**src/rtl/fb_aperture_pkg.sv**
```systemverilog
package fb_aperture_pkg;

    // Context of a read, held for one cycle while video RAM answers
    typedef struct packed {
        logic       valid;
        logic       drop;
        logic       chain;
        logic [1:0] lane;
        logic [3:0] mask;
    } rd_ctx_t;

    localparam int LANES = 4;

    function automatic logic [3:0] lane_onehot(input logic [1:0] lane);
        logic [3:0] r;
        r = 4'b0001 << lane;
        return r;
    endfunction

    function automatic logic [7:0] merge_planes(input logic [31:0] word, input logic [3:0] mask);
        logic [7:0] acc;
        acc = 8'h00;
        for (int i = 0; i < LANES; i++) begin
            if (mask[i]) acc = acc | word[8*i +: 8];
        end
        return acc;
    endfunction

    function automatic logic [7:0] pick_lane(input logic [31:0] word, input logic [1:0] lane);
        return word[8*lane +: 8];
    endfunction

endpackage

```
**src/rtl/fb_addr_gen.sv**
```systemverilog
module fb_addr_gen
    import fb_aperture_pkg::*;
#(
    parameter int VRAM_LOG2 = 22,
    parameter int BANK_W    = 6
) (
    input  logic [15:0]             offset,
    input  logic [BANK_W-1:0]       bank,
    input  logic                    chain,
    output logic [VRAM_LOG2-3:0]    word_addr,
    output logic [1:0]              lane
);
    localparam int KB      = VRAM_LOG2 - 16;
    localparam int WORD_AW = VRAM_LOG2 - 2;

    logic [KB-1:0]        bank_k;
    logic [VRAM_LOG2-1:0] chain_byte;
    logic [WORD_AW-1:0]   planar_word;

    generate
        if (BANK_W >= KB) begin : g_bank_trunc
            assign bank_k = bank[KB-1:0];
        end else begin : g_bank_ext
            assign bank_k = {{(KB-BANK_W){1'b0}}, bank};
        end
    endgenerate

    // Truncation to the VRAM width performs the wrap
    assign chain_byte  = {bank_k, 16'h0000} + {{KB{1'b0}}, offset};
    assign planar_word = {bank_k, 14'h0000} + {{(KB-2){1'b0}}, offset};

    always_comb begin
        if (chain) begin
            word_addr = chain_byte[VRAM_LOG2-1:2];
            lane      = chain_byte[1:0];
        end else begin
            word_addr = planar_word;
            lane      = 2'b00;
        end
    end

endmodule

```
**src/rtl/fb_read_merge.sv**
```systemverilog
module fb_read_merge
    import fb_aperture_pkg::*;
(
    input  logic        clk,
    input  logic        rst,
    input  rd_ctx_t     ctx_d,
    input  logic [31:0] vram_rdata,
    output logic [7:0]  host_rdata,
    output logic        host_rvalid
);
    rd_ctx_t ctx_q;

    always_ff @(posedge clk) begin
        if (rst) ctx_q <= '0;
        else     ctx_q <= ctx_d;
    end

    always_comb begin
        if (!ctx_q.valid || ctx_q.drop) host_rdata = 8'h00;
        else if (ctx_q.chain)           host_rdata = pick_lane(vram_rdata, ctx_q.lane);
        else                            host_rdata = merge_planes(vram_rdata, ctx_q.mask);
    end

    assign host_rvalid = ctx_q.valid;

    // a captured read request always produces a result strobe
    p_ctx_to_rvalid_r7: assert property (@(posedge clk) disable iff (rst)
        ctx_d.valid |=> host_rvalid);

    // outside a read result the data bus is quiet
    p_quiet_data_r7: assert property (@(posedge clk) disable iff (rst)
        !host_rvalid |-> host_rdata == 8'h00);

endmodule

```
**src/rtl/fb_aperture.sv**
```systemverilog
module fb_aperture
    import fb_aperture_pkg::*;
#(
    parameter int VRAM_LOG2 = 22,
    parameter int BANK_W    = 6
) (
    input  logic                 clk,
    input  logic                 rst,
    input  logic [16:0]          host_addr,
    input  logic [7:0]           host_wdata,
    input  logic                 host_wr,
    input  logic                 host_rd,
    input  logic [BANK_W-1:0]    rd_bank,
    input  logic [BANK_W-1:0]    wr_bank,
    input  logic                 chain_mode,
    input  logic [3:0]           map_mask,
    output logic [7:0]           host_rdata,
    output logic                 host_rvalid,
    output logic                 vram_en,
    output logic                 vram_we,
    output logic [VRAM_LOG2-3:0] vram_addr,
    output logic [3:0]           vram_be,
    output logic [31:0]          vram_wdata,
    input  logic [31:0]          vram_rdata
);
    logic              upper_half;
    logic              do_wr;
    logic              do_rd;
    logic [BANK_W-1:0] bank_sel;
    logic [1:0]        lane;
    rd_ctx_t           ctx_d;

    assign upper_half = host_addr[16];
    // Write wins when both strobes are raised
    assign do_wr      = host_wr && !upper_half;
    assign do_rd      = host_rd && !host_wr && !upper_half;
    assign bank_sel   = host_wr ? wr_bank : rd_bank;

    fb_addr_gen #(
        .VRAM_LOG2 (VRAM_LOG2),
        .BANK_W    (BANK_W)
    ) i_addr_gen (
        .offset    (host_addr[15:0]),
        .bank      (bank_sel),
        .chain     (chain_mode),
        .word_addr (vram_addr),
        .lane      (lane)
    );

    always_comb begin
        vram_we    = do_wr && (chain_mode || (map_mask != 4'h0));
        vram_en    = vram_we || do_rd;
        vram_wdata = {4{host_wdata}};
        if (!vram_we)        vram_be = 4'h0;
        else if (chain_mode) vram_be = lane_onehot(lane);
        else                 vram_be = map_mask;
    end

    always_comb begin
        ctx_d.valid = host_rd && !host_wr;
        ctx_d.drop  = upper_half;
        ctx_d.chain = chain_mode;
        ctx_d.lane  = lane;
        ctx_d.mask  = map_mask;
    end

    fb_read_merge i_read_merge (
        .clk         (clk),
        .rst         (rst),
        .ctx_d       (ctx_d),
        .vram_rdata  (vram_rdata),
        .host_rdata  (host_rdata),
        .host_rvalid (host_rvalid)
    );

    p_upper_write_dropped_r1: assert property (@(posedge clk) disable iff (rst)
        host_wr && host_addr[16] |-> !vram_en);

    p_upper_read_zero_r1: assert property (@(posedge clk) disable iff (rst)
        host_rd && !host_wr && host_addr[16] |=> host_rvalid && host_rdata == 8'h00);

    p_chain_single_lane_r2: assert property (@(posedge clk) disable iff (rst)
        vram_we && chain_mode |-> $countones(vram_be) == 1);

    p_planar_write_enables_r3: assert property (@(posedge clk) disable iff (rst)
        vram_we |-> vram_be != 4'h0);

    p_mask_zero_read_r4: assert property (@(posedge clk) disable iff (rst)
        host_rd && !host_wr && !chain_mode && map_mask == 4'h0 |=> host_rdata == 8'h00);

    p_read_latency_r7: assert property (@(posedge clk) disable iff (rst)
        host_rd && !host_wr |=> host_rvalid);

    p_no_spurious_rvalid_r7: assert property (@(posedge clk) disable iff (rst)
        !(host_rd && !host_wr) |=> !host_rvalid);

    p_write_wins_r8: assert property (@(posedge clk) disable iff (rst)
        host_wr |-> !(vram_en && !vram_we));

endmodule

```
**config.mk**
```make
export PLATFORM = sky130hd
export DESIGN_NAME = fb_aperture
export DESIGN_NICKNAME = d
export VERILOG_FILES = /design/src/rtl/fb_aperture_pkg.sv /design/src/rtl/fb_addr_gen.sv /design/src/rtl/fb_read_merge.sv /design/src/rtl/fb_aperture.sv
export SDC_FILE = /design/constraint.sdc
export NUM_CORES = 1
export LEC_CHECK = 0
export BUFFER_PORTS_ARGS = -buffer_cell sky130_fd_sc_hd__buf_2
export CORE_AREA = 3 3 65 73
export DETAILED_ROUTE_END_ITERATION = 10
export DIE_AREA = 0 0 68 76
export PLACE_DENSITY = 0.87
export REMOVE_ABC_BUFFERS = 1
export SLEW_MARGIN = 5
export SYNTH_ARGS = -nofsm -noshare
export SYNTH_HDL_FRONTEND = slang
export SYNTH_SLANG_ARGS = --single-unit
```
**constraint.sdc**
```tcl
create_clock -name clk -period 2.6 [get_ports clk]
set_input_delay 0.39 -clock clk [delete_from_list [all_inputs] [get_ports clk]]
set_output_delay 0.39 -clock clk [all_outputs]
set_load 0.02 [all_outputs]
```
# == Word-level counts from Yosys, hierarchy flattened ==
# Cells that the tools add are included.
# totals
ff_bits,9
# op_classes
n_addsub,2
shifts,2
n_mux,17
n_bitwise,3
reduce_logical,11
# ops
op,n
$mux W8,12
$shiftx A32 B6 Y8,1
$or A8 B8 Y8,3
$add A22 B16 Y22,1
$add A20 B16 Y20,1
$mux W20,1
$mux W4,2
$mux W6,1
$logic_and A1 B1 Y1,4
$reduce_bool A4 Y1,1
$shl A1 B2 Y4 const A,1
$logic_not A1 Y1,3
$logic_or A1 B1 Y1,3
$mux W2,1

# == Depth between registers and ports, before layout ==
# Gate-level depths: netlist of the first run.
# logic_depth
depth_word,15
depth_mapped,8
mapped_depth_nobuf,7

# == By module ==
# Synthesis of the first run repeated with hierarchy kept, for this count alone.
# unflattened
cells_unflattened,173
hier_area_um2,1517.7
# modules_own_cells
module,instances,cells_each,area_per_inst_um2,seq_area_each_um2
fb_read_merge,1,77,748.2,180.2
fb_aperture,1,59,430.4,0.0
fb_addr_gen,1,37,339.1,0.0

# == Least setup slack after synthesis of the first run ==
# OpenSTA, ideal clock, no wires.
# synth_timing
path_type,input port to output port
startpoint,in host_wr
endpoint,out vram_addr[17]
t_arrival_ns,2.012
required_ns,2.210
path_slack_ns,0.198
cell_stages,8
cell_sequence,buf_4 mux2i_1 inv_1 ha_1 a21oi_1 nor3b_1 xnor2_1 mux2i_1
# synth_between
elab_chain_len,3
elab_cells_between_ends,4
classes_between,add/sub: 2; mux: 2
# synth_rtl
element,line,text
start: declaration,fb_aperture.sv:11,"input logic host_wr,"
$mux W6 (*),fb_aperture.sv:37,assign bank_sel = host_wr ? wr_bank : rd_bank;
$add A22 B16 Y22 or $add A20 B16 Y20 (tied branches),"fb_addr_gen.sv:29, fb_addr_gen.sv:30",
$mux W20 (*),fb_addr_gen.sv:33,if (chain) begin
end: declaration,fb_aperture.sv:21,"output logic [VRAM_LOG2-3:0] vram_addr,"
# Mark *: on every way between the ends. The rest lies on a longest branch, timed or not.

# == Worst setup path in the final report of the first run ==
# layout_timing
startpoint,in host_wr
endpoint,out vram_addr[18]
# Same word-level chain as after synthesis.

==> results of run 1 <==
## per-stage QoR
step                      instances  utilization [%]  setup WS [ns]  power (W)
after detailed placement        277             43.4          0.150   0.000439
after global routing            281             44.6         0.0547   0.000632
after CTS                       281             44.5          0.156   0.000598
final                           281             44.6          0.215   0.000591
after global placement          277             43.4          0.252   0.000433
after floorplan                 119                -          0.374   0.000311
## state kept, by name, indices dropped and copies added, names as in the netlist
signal	flops
i_read_merge.ctx_q	8
i_read_merge.host_rvalid	1
## worst paths after layout
path / start / endpoint / slack [ns] / cells past startpoint
worst min-delay path: rst / i_read_merge.ctx_q[0] / 0.40 / 2
worst max-delay path: host_wr / vram_addr[18] / 0.21 / 8
## cell families (layout without fill, tap and decap cells)
logic type / count (synthesis) / after routing / share of synthesized area (%)
xor gates and xnor gates: 5 / 5 / 3.03
and+or+nand+nor: 35 / 35 / 14.0
buffers and inverters: 49 / 115 / 21.9
muxes: 31 / 31 / 29.8
DFF: 9 / 9 / 12.5
adders and majority gates: 3 / 3 / 3.12
AOI/OAI and AO/OA: 31 / 31 / 15.7
## power by group through the flow
stage	combinational [W]	clock (W)	sequential [W]
final	0.000279	0.000153	0.000159
after global routing	0.000302	0.000170	0.000160
after CTS	0.000279	0.000160	0.000159
after detailed placement	0.000278	0	0.000161
after global placement	0.000272	0	0.000161
after floorplan	0.000153	0	0.000158
## critical path, delay by kind of cell
kind                       cells  cell delay [ns]
xor gates and xnor gates       1             0.15
and+or+nand+nor                1             0.25
muxes                          1             0.25
buffers and inverters          3             0.40
adders and majority gates      2             0.55
## final cells by class
cell class | count | area (um^2)
flip-flops and latches | 9 | 180
multi-input cells | 105 | 951
fillers | 413 | 2230
well taps | 52 | 65.1
repair buffers | 106 | 536
inverters | 5 | 18.8
clock buffers | 4 | 45.0
## repair_timing
action	CTS	global route
setup endpoints to repair	0	1
hold buffers	0	0
resized for setup	0	1
## placed cells by master (no fill, tap or decap), drive strengths merged, types with 6 or more instances in the layout
master	instances
buf	106
a22oi	16
mux2	16
nor2	12
dfxtp	9
mux4	8
a311oi	8
mux2i	7
nor2b	6
## cell usage after synthesis
| cell type | count | area share, % |
|---|---|---|
| a21oi_1 | 5 | 1.7 |
| a22oi_1 | 16 | 8.3 |
| a311oi_1 | 8 | 4.9 |
| a31oi_1 | 1 | 0.43 |
| and2_1 | 2 | 0.87 |
| and3b_1 | 1 | 0.61 |
| buf_1 | 5 | 1.3 |
| buf_2 | 3 | 1.0 |
| buf_4 | 34 | 18 |
| clkbuf_1 | 1 | 0.26 |
| clkbuf_2 | 1 | 0.35 |
| dfxtp_1 | 9 | 12 |
| fa_1 | 1 | 1.4 |
| ha_1 | 2 | 1.7 |
| inv_1 | 5 | 1.3 |
| mux2_2 | 16 | 12 |
| mux2i_1 | 7 | 4.9 |
| mux4_2 | 8 | 12 |
| nand2b_1 | 5 | 2.2 |
| nand3_1 | 1 | 0.35 |
| nand3b_1 | 2 | 1.0 |
| nor2_1 | 12 | 3.1 |
| nor2b_1 | 6 | 2.6 |
| nor3_1 | 1 | 0.35 |
| nor3b_1 | 2 | 1.0 |
| nor4_2 | 1 | 0.87 |
| o21ai_1 | 1 | 0.35 |
| or2_2 | 1 | 0.43 |
| or4_1 | 1 | 0.52 |
| xnor2_1 | 5 | 3.0 |
## per-layer routing
metal | routed length (um) | part of all wire [%]
met1 | 1520 | 35
met2 | 2000 | 46
met3 | 750 | 17
met4 | 63 | 1.5
met5 | 0 | 0
==> summary.md, run 1 <==
| Metric | Value |
|---|---|
| Vias in the first global route | 1363 |
| Vias | 1507 |
| Sequential Power Share | 26.8% |
| Post-synthesis instance total | 163 |
| Switching share of power | 34.5% |
| PortBufs | 104 |
| DPL Wire Length | 3720 um |
| FMAX | 0.419 GHz |
| Hold Violations, Final | 0 |
| Synth Register Bits | 9 |
| Synth cell types | 30 |
| IO Pins | 145 |
| CP dominant cell by count | buf_2 |
| Rows | 24 |
| Setup TNS | 0 ns |
| GRT Util Overall | 15.1% |
| Syn avg cell area | 8.86 um^2 |
| Worst Hold Margin | 0.404 ns |
| Mapped cell area | 1440 um^2 |
| RD Place Congestion | 0.805 |
| Layout cells sized above 1 | 59.4% |
| Slew @ Worst Pin | 0.514 ns |
| Final Critical Period | 2.39 ns |
| TritonRoute pass-1 iters | 4 |
| Fin area | 1800 um^2 |
| HP Class | primary input to flip-flop |
| Drt drc | 0 |
| Slowest stage cell, crit path | fa_1 |
| Setup violations, final | 0 |
| Crit Path Max Fanout | 10 |
| Vias per cell | 5.36 |
| Met1 Track Usage GR | 14.9% |
| Post-Route WL | 4340 um |
| Final #Nets | 311 |
| Slew Limit Headroom | 65.7% |
| Clock group share of total power | 26.0% |
| Postcts setup bufs | 0 |
| Final worst-path cycle share | 91.7% |
| Initial antenna violation count | 0 |
| Slew Limit Fails | 0 |
| Worst ir drop on vdd | 0.000143 V |
| WL/cell | 15.4 um |
| CTS tree | yes |
| Die ar. | 5170 um^2 |
| Synthesis-to-finish area growth | 24.3% |
| Reg clk slew, reported paths | 0.04 ns |
| P_leak | 0.845 nW |
| Yosys warning count | 0 |
| Register area share after synthesis | 12.5% |
| Crit. End Element | primary output |
| Initial Utilization | 35.9% |
| RSZ-0062 raised after global routing | no |
| H-Tree Depth | 1 |
| Crit Path Category | primary input to primary output |
| Num Clock Sinks | 9 |
| DRT iter0 DRCs | 37 |
| Antenna viol nets, final | 0 |
| Met2 usage | 25.7% |
| Psw | 0.000204 W |
| WP data required | 2.21 ns |
| CTS Root Cell | clkbuf_8 |
| Critical path cell sequence | buf_2 > mux2_2 > ha_1 > inv_1 > fa_1 > nor3_1 > xnor2_1 > buf_2 |
| Max Cap Viol | 0 |
| Outcome | complete, no violations |
| Total global routing overflow | 0 |
| Post-DP Area | 1750 um^2 |
| Worst setup SP type | primary input |
| First-pass GRT wire length | 6180 um |
| Core area | 4020 um^2 |
| Chip width | 68 um |
| Die Span Y | 76 um |
| Logic pwr share | 47.2% |
| GRT busiest layer | met2 |
| Maximum number of pins on one net before global-route repair | 30 |
| Clk buf depth | 2 |
| CP arrival | 2.00 ns |
| Pwr Density | 329 nW/um^2 |
| CTS buffer count | 3 |
| Internal | 0.000387 W |
| Met3 usage in global routing | 7.37% |
| Inserted Diodes | 0 |
| Worst stage delay on the critical path | 0.38 ns |
Power figures use the tool's default switching activity.
==> run 2: changes to the inputs <==
- RECOVER_POWER: default -> 100
==> run 2 against run 1 <==
Power is 1.7% lower. Die area stayed put. Maximum frequency is 2.6% lower. First-iteration DRC count is 11% higher. Clock-buffer cell count stayed put. Sequential cell count stayed put. Clock power hardly changed. Worst hold slack hardly changed. Final area is 2.6% lower. Cell count stayed put. Critical path type unchanged. Largest cell class unchanged.
==> summary.md, run 2 (same netlist as run 1, synthesis figures left out) <==
| Metric | Value |
|---|---|
| Reg clk slew, reported paths | 0.04 ns |
| Synthesis-to-finish area growth | 21.1% |
| Outcome | complete, no violations |
| Setup violations, final | 0 |
| Post-DP Area | 1750 um^2 |
| Slowest stage cell, crit path | fa_1 |
| Fin area | 1750 um^2 |
| Max reg flops | 8 |
| Vias in the first global route | 1363 |
| CTS Root Cell | clkbuf_8 |
| Worst ir drop on vdd | 0.000136 V |
| FMAX | 0.408 GHz |
| First-pass GRT wire length | 6180 um |
| Final #Nets | 311 |
| Final Critical Period | 2.45 ns |
| Chip width | 68 um |
| DRT iter0 DRCs | 41 |
| RSZ-0062 raised after global routing | no |
| Reg with most FFs | i_read_merge.ctx_q |
| PortBufs | 104 |
| Final Core Density | 43.5% |
| Crit. End Element | primary output |
| Final worst-path cycle share | 94.2% |
| WP data required | 2.21 ns |
| DPL Wire Length | 3720 um |
| Worst setup SP type | primary input |
| IO Pins | 145 |
| H-Tree Depth | 1 |
| RD Place Congestion | 0.805 |
| Post-Route WL | 4310 um |
| Die Span Y | 76 um |
| Slew @ Worst Pin | 0.515 ns |
| CTS tree | yes |
| Most common cell after layout, fill and taps aside | buf_2 |
| Die ar. | 5170 um^2 |
| Total global routing overflow | 0 |
| Core area | 4020 um^2 |
| Slew Limit Headroom | 65.6% |
| Pwr Density | 332 nW/um^2 |
| Critical path cell sequence | buf_2 > mux2_2 > ha_1 > inv_1 > fa_1 > nor3_1 > xnor2_1 > clkbuf_1 |
| CP bufs+invs | 3 |
| Num Clock Sinks | 9 |
| Crit Path Category | primary input to primary output |
| Inserted Diodes | 0 |
| Layout cells sized above 1 | 43.2% |
| Initial Utilization | 35.9% |
| Drt drc | 0 |
| Setup TNS | 0 ns |
| GRT Util Overall | 15.1% |
| Slew Limit Fails | 0 |
| Max Cap Viol | 0 |
| HP Class | primary input to flip-flop |
| Total Power | 0.000581 W |
| Rows | 24 |
| Hold Violations, Final | 0 |
| Clk buf depth | 2 |
| P_leak | 0.723 nW |
| Initial antenna violation count | 0 |
| CP arrival | 2.06 ns |
| Worst stage delay on the critical path | 0.38 ns |
| WL/cell | 15.3 um |
| Top delay family on crit path | adder cells |
| Antenna viol nets, final | 0 |
| Vias per cell | 5.35 |
| Number of fill cells in the layout | 439 |
| TritonRoute pass-1 iters | 4 |
| CTS buffer count | 3 |
| Crit Path Max Fanout | 10 |
| Maximum number of pins on one net before global-route repair | 30 |
| Vias | 1504 |
| Most frequent cells in the layout | buf_2 (66), clkbuf_1 (38), a22oi_1 (16), mux2_2 (16), nor2_1 (12) |
-- run 2: final cells by class --
type	instances	area, um^2	area share [%]
multi-input cells	105	951	54.4
repair buffers	106	489	28.0
inverters	5	18.8	1.07
clock buffers	4	45.0	2.58
flip-flops and latches	9	180	10.3
well taps	52	65.1	3.72
-- run 2: power by group --
group          internal [W]  total, W  switching (W)
Sequential         0.000146  0.000159      0.0000130
Clock              0.000106  0.000153      0.0000473
Combinational      0.000125  0.000269       0.000144
-- run 2: worst paths after layout --
check                 cells past startpoint                     to    start  slack, ns
worst max-delay path                      8          vram_addr[18]  host_wr       0.15
worst min-delay path                      2  i_read_merge.ctx_q[0]      rst       0.40
-- run 2: metal layers --
layer  vias to the layer above  global-route usage, %  wire length, um
li1                        696                      -                -
met1                       655                   14.9             1500
met2                       148                   25.7             2010
met3                         5                   7.37              736
met4                         0                   5.96               63
met5                         -                   4.55                0
-- run 2: what timing repair did --
item | CTS | global route
hold buffers | 0 | 0
endpoints found under the setup margin | 0 | 1
setup buffers | 0 | 0
hold endpoints to repair | 0 | 0
gates resized for setup | 0 | 1
-- run 2: metrics by stage --
| step | setup WS (ns) | instances | hold slack [ns] |
|---|---|---|---|
| finish | 0.152 | 281 | 0.404 |
| CTS | 0.156 | 281 | 0.408 |
| detailed placement | 0.150 | 277 | 0.651 |
| global route | 0.0439 | 281 | 0.428 |
| global placement | 0.252 | 277 | 0.645 |
| floorplan | 0.374 | 119 | 0.462 |
